<file path="config.mk">
export PLATFORM = sky130hd
export DESIGN_NAME = requant_sat
export DESIGN_NICKNAME = d
export VERILOG_FILES = /design/src/rtl/requant_pkg.sv /design/src/rtl/requant_round.sv /design/src/rtl/requant_clamp.sv /design/src/rtl/requant_stage.sv /design/src/rtl/requant_sat.sv
export SDC_FILE = /design/constraint.sdc
export NUM_CORES = 1
export LEC_CHECK = 0
export ABC_AREA = 1
export BUFFER_PORTS_ARGS = -buffer_cell sky130_fd_sc_hd__buf_2
export CORE_ASPECT_RATIO = 1.2
export CORE_UTILIZATION = 53
export CTS_CLUSTER_DIAMETER = 80
export DETAILED_ROUTE_END_ITERATION = 8
export PLACE_DENSITY = 0.85
export RECOVER_POWER = 100
export SLEW_MARGIN = 25
export SYNTH_ARGS = -nofsm -noshare
export SYNTH_HDL_FRONTEND = slang
export SYNTH_SLANG_ARGS = --single-unit
</file>
<file path="constraint.sdc">
create_clock -name clk_i -period 1.4 [get_ports clk_i]
set_clock_uncertainty 0.05 [all_clocks]
set_input_delay 0.21 -clock clk_i [delete_from_list [all_inputs] [get_ports clk_i]]
set_output_delay 0.21 -clock clk_i [all_outputs]
set_load 0.03 [all_outputs]
</file>
<file path="src/rtl/requant_pkg.sv">
package requant_pkg;
  parameter int unsigned IN_W_DEF     = 31;
  parameter int unsigned IN_FRAC_DEF  = 18;
  parameter int unsigned OUT_W_DEF    = 16;
  parameter int unsigned OUT_FRAC_DEF = 9;

  typedef enum logic [1:0] {
    SAT_NONE = 2'd0,
    SAT_HIGH = 2'd1,
    SAT_LOW  = 2'd2
  } sat_e;
endpackage

</file>
<file path="src/rtl/requant_round.sv">
// Drops DROP fraction bits; rounds half up only when the value is non-negative.
module requant_round #(
  parameter int unsigned IN_W  = 31,
  parameter int unsigned DROP  = 9,
  parameter int unsigned MAG_W = 15,
  localparam int unsigned HI_W   = IN_W - 1 - DROP - MAG_W,
  localparam int unsigned BODY_W = HI_W + MAG_W + 1
) (
  input  logic [IN_W-1:0]   x_i,
  output logic              neg_o,
  output logic [BODY_W-1:0] body_o
);
  logic [BODY_W-2:0] trunc;
  assign trunc = x_i[IN_W-2:DROP];
  assign neg_o = x_i[IN_W-1];

  generate
    if (DROP > 0) begin : g_rnd
      logic inc;
      assign inc    = ~x_i[IN_W-1] & x_i[DROP-1];
      assign body_o = {1'b0, trunc} + BODY_W'(inc);
      if (DROP > 1) begin : g_lo
        logic unused_lo;
        assign unused_lo = ^x_i[DROP-2:0];
      end
    end else begin : g_norm
      assign body_o = {1'b0, trunc};
    end
  endgenerate
endmodule

</file>
<file path="src/rtl/requant_clamp.sv">
// Range test on the bits above the output magnitude, per sign.
module requant_clamp
  import requant_pkg::*;
#(
  parameter int unsigned OUT_W = 16,
  parameter int unsigned HI_W  = 6,
  localparam int unsigned MAG_W  = OUT_W - 1,
  localparam int unsigned BODY_W = HI_W + MAG_W + 1
) (
  input  logic              neg_i,
  input  logic [BODY_W-1:0] body_i,
  output logic [OUT_W-1:0]  data_o,
  output sat_e              sat_o
);
  logic [HI_W:0]   hi_pos;
  logic [HI_W-1:0] hi_neg;
  assign hi_pos = body_i[BODY_W-1:MAG_W];
  assign hi_neg = body_i[BODY_W-2:MAG_W];

  always_comb begin
    if (!neg_i) begin
      if (|hi_pos) begin
        sat_o  = SAT_HIGH;
        data_o = {1'b0, {MAG_W{1'b1}}};
      end else begin
        sat_o  = SAT_NONE;
        data_o = {1'b0, body_i[MAG_W-1:0]};
      end
    end else begin
      if (!(&hi_neg)) begin
        sat_o  = SAT_LOW;
        data_o = {1'b1, {MAG_W{1'b0}}};
      end else begin
        sat_o  = SAT_NONE;
        data_o = {1'b1, body_i[MAG_W-1:0]};
      end
    end
  end
endmodule

</file>
<file path="src/rtl/requant_stage.sv">
module requant_stage
  import requant_pkg::*;
#(
  parameter int unsigned OUT_W = 16
) (
  input  logic             clk_i,
  input  logic             rst_ni,
  input  logic             en_i,
  input  logic [OUT_W-1:0] data_i,
  input  sat_e             sat_i,
  output logic             valid_o,
  output logic [OUT_W-1:0] data_o,
  output logic             ovf_o,
  output logic             udf_o
);
  always_ff @(posedge clk_i or negedge rst_ni) begin
    if (!rst_ni) begin
      valid_o <= 1'b0;
      data_o  <= '0;
      ovf_o   <= 1'b0;
      udf_o   <= 1'b0;
    end else begin
      valid_o <= en_i;
      if (en_i) begin
        data_o <= data_i;
        ovf_o  <= (sat_i == SAT_HIGH);
        udf_o  <= (sat_i == SAT_LOW);
      end
    end
  end
endmodule

</file>
<file path="src/rtl/requant_sat.sv">
module requant_sat
  import requant_pkg::*;
#(
  parameter int unsigned IN_W     = IN_W_DEF,
  parameter int unsigned IN_FRAC  = IN_FRAC_DEF,
  parameter int unsigned OUT_W    = OUT_W_DEF,
  parameter int unsigned OUT_FRAC = OUT_FRAC_DEF,
  localparam int unsigned DROP   = IN_FRAC - OUT_FRAC,
  localparam int unsigned MAG_W  = OUT_W - 1,
  localparam int unsigned HI_W   = IN_W - 1 - DROP - MAG_W,
  localparam int unsigned BODY_W = HI_W + MAG_W + 1
) (
  input  logic             clk_i,
  input  logic             rst_ni,
  input  logic             valid_i,
  input  logic [IN_W-1:0]  data_i,
  output logic             valid_o,
  output logic [OUT_W-1:0] data_o,
  output logic             ovf_o,
  output logic             udf_o
);
  logic              neg;
  logic [BODY_W-1:0] body;
  logic [OUT_W-1:0]  clamped;
  sat_e              sat;

  requant_round #(.IN_W(IN_W), .DROP(DROP), .MAG_W(MAG_W)) i_round (
    .x_i   (data_i),
    .neg_o (neg),
    .body_o(body)
  );

  requant_clamp #(.OUT_W(OUT_W), .HI_W(HI_W)) i_clamp (
    .neg_i (neg),
    .body_i(body),
    .data_o(clamped),
    .sat_o (sat)
  );

  requant_stage #(.OUT_W(OUT_W)) i_stage (
    .clk_i  (clk_i),
    .rst_ni (rst_ni),
    .en_i   (valid_i),
    .data_i (clamped),
    .sat_i  (sat),
    .valid_o(valid_o),
    .data_o (data_o),
    .ovf_o  (ovf_o),
    .udf_o  (udf_o)
  );
endmodule

</file>
---- Word level (Yosys, flattened, before mapping) ----
Cells that the tools add are included.
operators by class
  multiplexer cells ....................... 6
  add/subtract/negate cells ............... 1
  reductions and logical operators ........ 2
  eq/ne operators ......................... 2
  bitwise operators ....................... 2
operator list
  cell                                            count
  2-to-1 mux 15 bit                               2
  adder 21 x 1 -> 22 bit                          1
  2-to-1 mux 16 bit                               1
  OR reduction 7 bit                              1
  AND reduction 6 bit                             1
  2-to-1 mux 2 bit                                2
  == test 2 x 1 -> 1 bit (second input constant)  1
  == test 2 bit (second input constant)           1
  AND 1 bit                                       1
  2-to-1 mux 1 bit                                1
  NOT 1 bit                                       1
storage, ports and cells
  bits in registers ....................... 19
  output and inout bits ................... 19

---- Logic depth before layout (Yosys ltp) ----
  depth after elaboration ................. 7
  mapped depth ............................ 18
  depth with buffers taken out ............ 17

---- Modules after synthesis ----
A second synthesis with hierarchy kept.
unflattened totals
  cell total of the unflattened synthesis .. 227
  area total of the unflattened synthesis .. 1561.5 um^2
modules (own cells, without submodules)
  module         seq. area each (um^2)  cells each  area an instance (um^2)  times used
  requant_stage  475.5                  79          745.7                    1
  requant_round  0.0                    99          569.3                    1
  requant_clamp  0.0                    49          246.5                    1

---- Least setup slack after synthesis ----
OpenSTA, ideal clock, no wires.
  path kind ............................... in2reg
  start ................................... input port data_i[8]
  end ..................................... register i_stage.data_o[2]
  arrival time ............................ 1798 ps
  setup slack ............................. -565 ps
  buffers on the path ..................... 1
  setup time .............................. 117 ps
  stages on the path ...................... 18
  path through ............................ inv_1 -> nor2_1 -> ha_1 -> ha_1 -> nand2_1 -> nor2_4 -> nand2_4 -> nor2_8 -> nand2_2 -> nand2_1 -> nand2_2 -> nor2_2 -> nand3_2 -> nand2_4 -> buf_6 -> nand2_1 -> nand2_1 -> nand2_1
between the ends
  cells in the longest elaborated chain, start to end .. 5
RTL lines
  what                                                              RTL line                                  text
  start: declaration                                                requant_sat.sv:16                         input logic [IN_W-1:0] data_i,
  AND 1 bit (*)                                                     requant_round.sv:20                       assign inc = ~x_i[IN_W-1] & x_i[DROP-1];
  adder 21 x 1 -> 22 bit (*)                                        requant_round.sv:21                       assign body_o = {1'b0, trunc} + BODY_W'(inc);
  OR reduction 7 bit / AND reduction 6 bit (equally long branches)  requant_clamp.sv:22, requant_clamp.sv:30
  2-to-1 mux 15 bit, on equally long branches                       requant_clamp.sv:22, requant_clamp.sv:30
  2-to-1 mux 16 bit (*)                                             requant_clamp.sv:21                       if (!neg_i) begin
  end signal: assignment                                            requant_stage.sv:25                       data_o <= data_i;
  end: declaration                                                  requant_stage.sv:12                       output logic [OUT_W-1:0] data_o,
Every way passes the cells marked *; elsewhere a longest branch is shown, timed or not.
A chain may end at the register's enable or synchronous reset.

---- Worst setup path after layout ----
  start ................................... input port data_i[30]
  end ..................................... register i_stage.data_o[10]
between the ends
  cells in the longest elaborated chain, start to end .. 6
RTL lines
  what                                                              RTL line
  NOT 1 bit                                                         requant_round.sv:20
  AND 1 bit                                                         requant_round.sv:20
  adder 21 x 1 -> 22 bit                                            requant_round.sv:21
  OR reduction 7 bit / AND reduction 6 bit (equally long branches)  requant_clamp.sv:22, requant_clamp.sv:30
  2-to-1 mux 15 bit, on equally long branches                       requant_clamp.sv:22, requant_clamp.sv:30
  2-to-1 mux 16 bit (*)                                             requant_clamp.sv:21
Marked as above.

==> flow_summary_export.csv <==
group,metric,value,unit
worst_setup_path,cpMaxStageDelayCell,"ha_4",
min_path,min_path_cells,1,
detailed_routing,vias_per_cell,5.28,
worst_setup_path,critPathKind,"input port to flip-flop",
synth,yosys_warnings,0,
sta,relSlewSlack,69.8,%
die,row_count,20,
power,p_int,0.887,mW
detailed_routing,wl_per_cell,14.2,um
clock_network,clock-sinks,19,
finish,final_nets,331,
clock_network,cts_tree,"yes",
sta,worst_pin_slew,453,ps
global_routing,grt_pass1_wl,7060,um
sta,slew_viol_final,0,
synth,synth_top_area_share,32.6,%
global_routing,grt_start_max_net_pins,20,
finish,final_area,2150,um^2
worst_setup_path,arrival,1910,ps
worst_setup_path,path_cells,"buf_8, nor2_4, ha_4, ha_4, nand2_4, nor2_4, nand2_4, nor2_8, nand2_2, nand2_2, nand2_2, nor2_4, nand3_4, nand2_4, nand2_1, nand2_1, nand2_1",
detailed_routing,dr.pass1.iters,5,
sta,fin_crit_sh,127,%
power,p_leak,1.15,nW
place,dpl_cell_area,1950,um^2
finish,utilization,83.6,%
clock_network,clk_latency,300,ps
synth,syn_area,1460,um^2
finish,drive_gt1_share,38.2,%
global_routing,grt_use_total,32.3,%
clock_network,ctsHtreeMaxLevel,1,
min_path,min_to,"i_stage.valid_o$_DFF_PN0_",
worst_setup_path,startpoint_type,"input port",
sta,finalCriticalPeriod,1780,ps
detailed_routing,ant_nets,0,
worst_setup_path,critPathMaxStageDelay,160,ps
die,dieArea,2970,um^2
sta,finalHoldViolCount,0,
die,coreArea,2580,um^2
synth,syn_inst,209,
finish,final_cells,326,
worst_setup_path,timing.rr.start,"i_stage.data_o[15]$_DFFE_PN0P_",
sta,finalSetupViolations,17,
die,io_pins,53,
power,power,1.43,mW
worst_setup_path,rrSetupSlack,600,ps
worst_setup_path,r2r_end,"i_stage.data_o[15]$_DFFE_PN0P_",
power,powerDensity,665,nW/um^2
job,maxCapViolCount,0,
power,clkPwrFrac,18.9,%
power,p_sw,0.547,mW
sta,rsz0062_at_grt,"true",
synth,syn_area_per_cell,6.99,um^2
synth,synth_nets,246,
worst_setup_path,crit_start,"data_i[30]",
synth,yosys.area.top_type,"dfrtp_1",
finish,syn_to_final_growth,47.6,%
power,pwr-share-seq,44.0,%
die,die_x,49.9,um
detailed_routing,drt_iter0_drc,77,
detailed_routing,routed_wl,4630,um
worst_setup_path,cp.required,1530,ps
status,status,"finished with violations",
global_routing,antenna_found_initial,0,
clock_network,numCtsBuffers,3,
clock_network,cts.reportedPaths.clkPinSlew,110,ps
global_routing,grt_pass1_vias,1574,
power,p_comb_share,37.1,%
place,numPortBuffers,44,
clock_network,cts_max_path_buffers,2,
die,die_y,59.5,um
min_path,hp-start,"valid_i",
finish,num_antenna_cells,0,
power,p_sw_share,38.1,%
synth,seq_area_frac_synth,32.6,%
sta,setup_ws,-380,ps
sta,fmax,562,MHz
die,initial_core_util,56.7,%
power,power.ir.vdd_worst,0.000507,V
synth,synthTopCellsByArea,"dfrtp_1 (33%), nand2_1 (24%), nor2_1 (5.7%)",
worst_setup_path,crit_path_end_kind,"flip-flop",
synth,ys_types,22,
worst_setup_path,reg2regPathDepth,2,
clock_network,cts-root-buf,"clkbuf_4",
detailed_routing,vias,1721,
min_path,hp-class,"input port to flip-flop",
status,violations,"negative setup slack",
synth,ys_ff_latch,19,
place,place_inst,312,
worst_setup_path,path_max_fanout,7,
global_routing,grt_overflow,0,
place,gp_congestion,0.775,
place,hpwl,2810,um
detailed_routing,drc_errors,0,
[registers in the layout, summed over array words and instances, names as in the netlist]
| name | flops |
|---|---|
| i_stage.data_o | 16 |
| i_stage.ovf_o | 1 |
| i_stage.udf_o | 1 |
| i_stage.valid_o | 1 |
[final cells by class]
| class | instances | area, um^2 |
|---|---|---|
| Clock buffer | 3 | 22.5 |
| Clock inverter | 1 | 5.00 |
| Fill cell | 163 | 423 |
| Inverter | 19 | 78.8 |
| Multi-Input combinational cell | 170 | 1040 |
| Sequential cell | 19 | 475 |
| Tap cell | 33 | 41.3 |
| Timing Repair Buffer | 81 | 492 |
[cells by family (layout without fill, tap and decap cells)]
logic type	count (synthesis)	count (layout)	share of synthesized area, %
AND/OR/NAND/NOR	151	153	50.0
buffers and inverters	22	104	6.68
flip-flops	19	19	32.6
XOR/XNOR	13	13	7.80
adder cells (fa/ha/maj)	3	3	2.57
AO/OA/AOI/OAI	1	1	0.342
[worst max-delay path: cells and delay by family]
family	cells	cell delay [ps]
adders and majority gates	2	300
buffers and inverters	1	100
and+or+nand+nor	14	1320
[placed cells by master, fill, tap and decap left out, drive strengths merged]
cell,Yosys,routed
nand3,9,9
inv,18,18
clkbuf,1,24
nor3,2,2
nand3b,4,4
dlygate4sd3,0,1
nand2,103,105
o21ai,1,1
nand4,2,2
dfrtp,19,19
xor2,8,8
buf,2,59
xnor2,5,5
nor2,31,31
ha,3,3
clkinv,1,2
[metal layers]
layer | up-vias | GRT usage [%] | part of all wire (%)
met4 | 0 | 17.1 | 4.0
met3 | 22 | 2.05 | 6.3
met1 | 776 | 36.3 | 37
li1 | 806 | - | -
met2 | 117 | 60.8 | 52
met5 | - | 0 | 0
[stage by stage]
step | TNS, ps | setup slack [ps] | hold WS (ps)
6_report | -5380 | -380 | 97.8
5_1_grt | -6770 | -444 | 94.7
4_1_cts | -4030 | -280 | 51.2
3_5_place_dp | -12110 | -748 | 105
3_3_place_gp | -11330 | -693 | 104
2_1_floorplan | -8470 | -550 | -136
[timing repair]
| item | in CTS | in global routing |
|---|---|---|
| endpoints found under the hold margin | 19 | 0 |
| resized for setup | 17 | 17 |
| hold buffers | 1 | 0 |
| pin swaps | 18 | 7 |
| buffers inserted | 3 | 4 |
| cloned | 2 | 0 |
| setup endpoints to repair | 17 | 17 |
[Yosys cell counts]
library cell  number
nor2_2             3
xnor2_1            5
inv_1             17
nand3b_1           4
nand3_2            3
nor2_4             4
nor3_1             2
nand2_4            4
dfrtp_1           19
xor2_1             8
nand3_1            6
nor2_1            22
nand4_1            2
nand2_1           93
buf_6              2
ha_1               3
o21ai_1            1
nor2_8             2
clkinv_1           1
clkbuf_1           1
nand2_2            6
inv_2              1
[worst max path at each step]
stage / endpoint / slack [ps] / depth (start not counted)
after floorplan: i_stage.data_o[2]$_DFFE_PN0P_ / -550 / 18
after CTS: i_stage.data_o[9]$_DFFE_PN0P_ / -280 / 17
after global routing: i_stage.data_o[10]$_DFFE_PN0P_ / -440 / 15
final: i_stage.data_o[10]$_DFFE_PN0P_ / -380 / 17
after detailed placement: i_stage.data_o[9]$_DFFE_PN0P_ / -750 / 16
after global placement: i_stage.data_o[0]$_DFFE_PN0P_ / -690 / 16
[power by group through the flow]
stage,registers (mW),logic [mW],clock network (mW)
final,0.631,0.531,0.271
after global routing,0.635,0.568,0.293
after CTS,0.627,0.504,0.267
after detailed placement,0.637,0.475,0
after global placement,0.635,0.464,0
after floorplan,0.746,0.165,0
(Power assumes the default switching activity.)
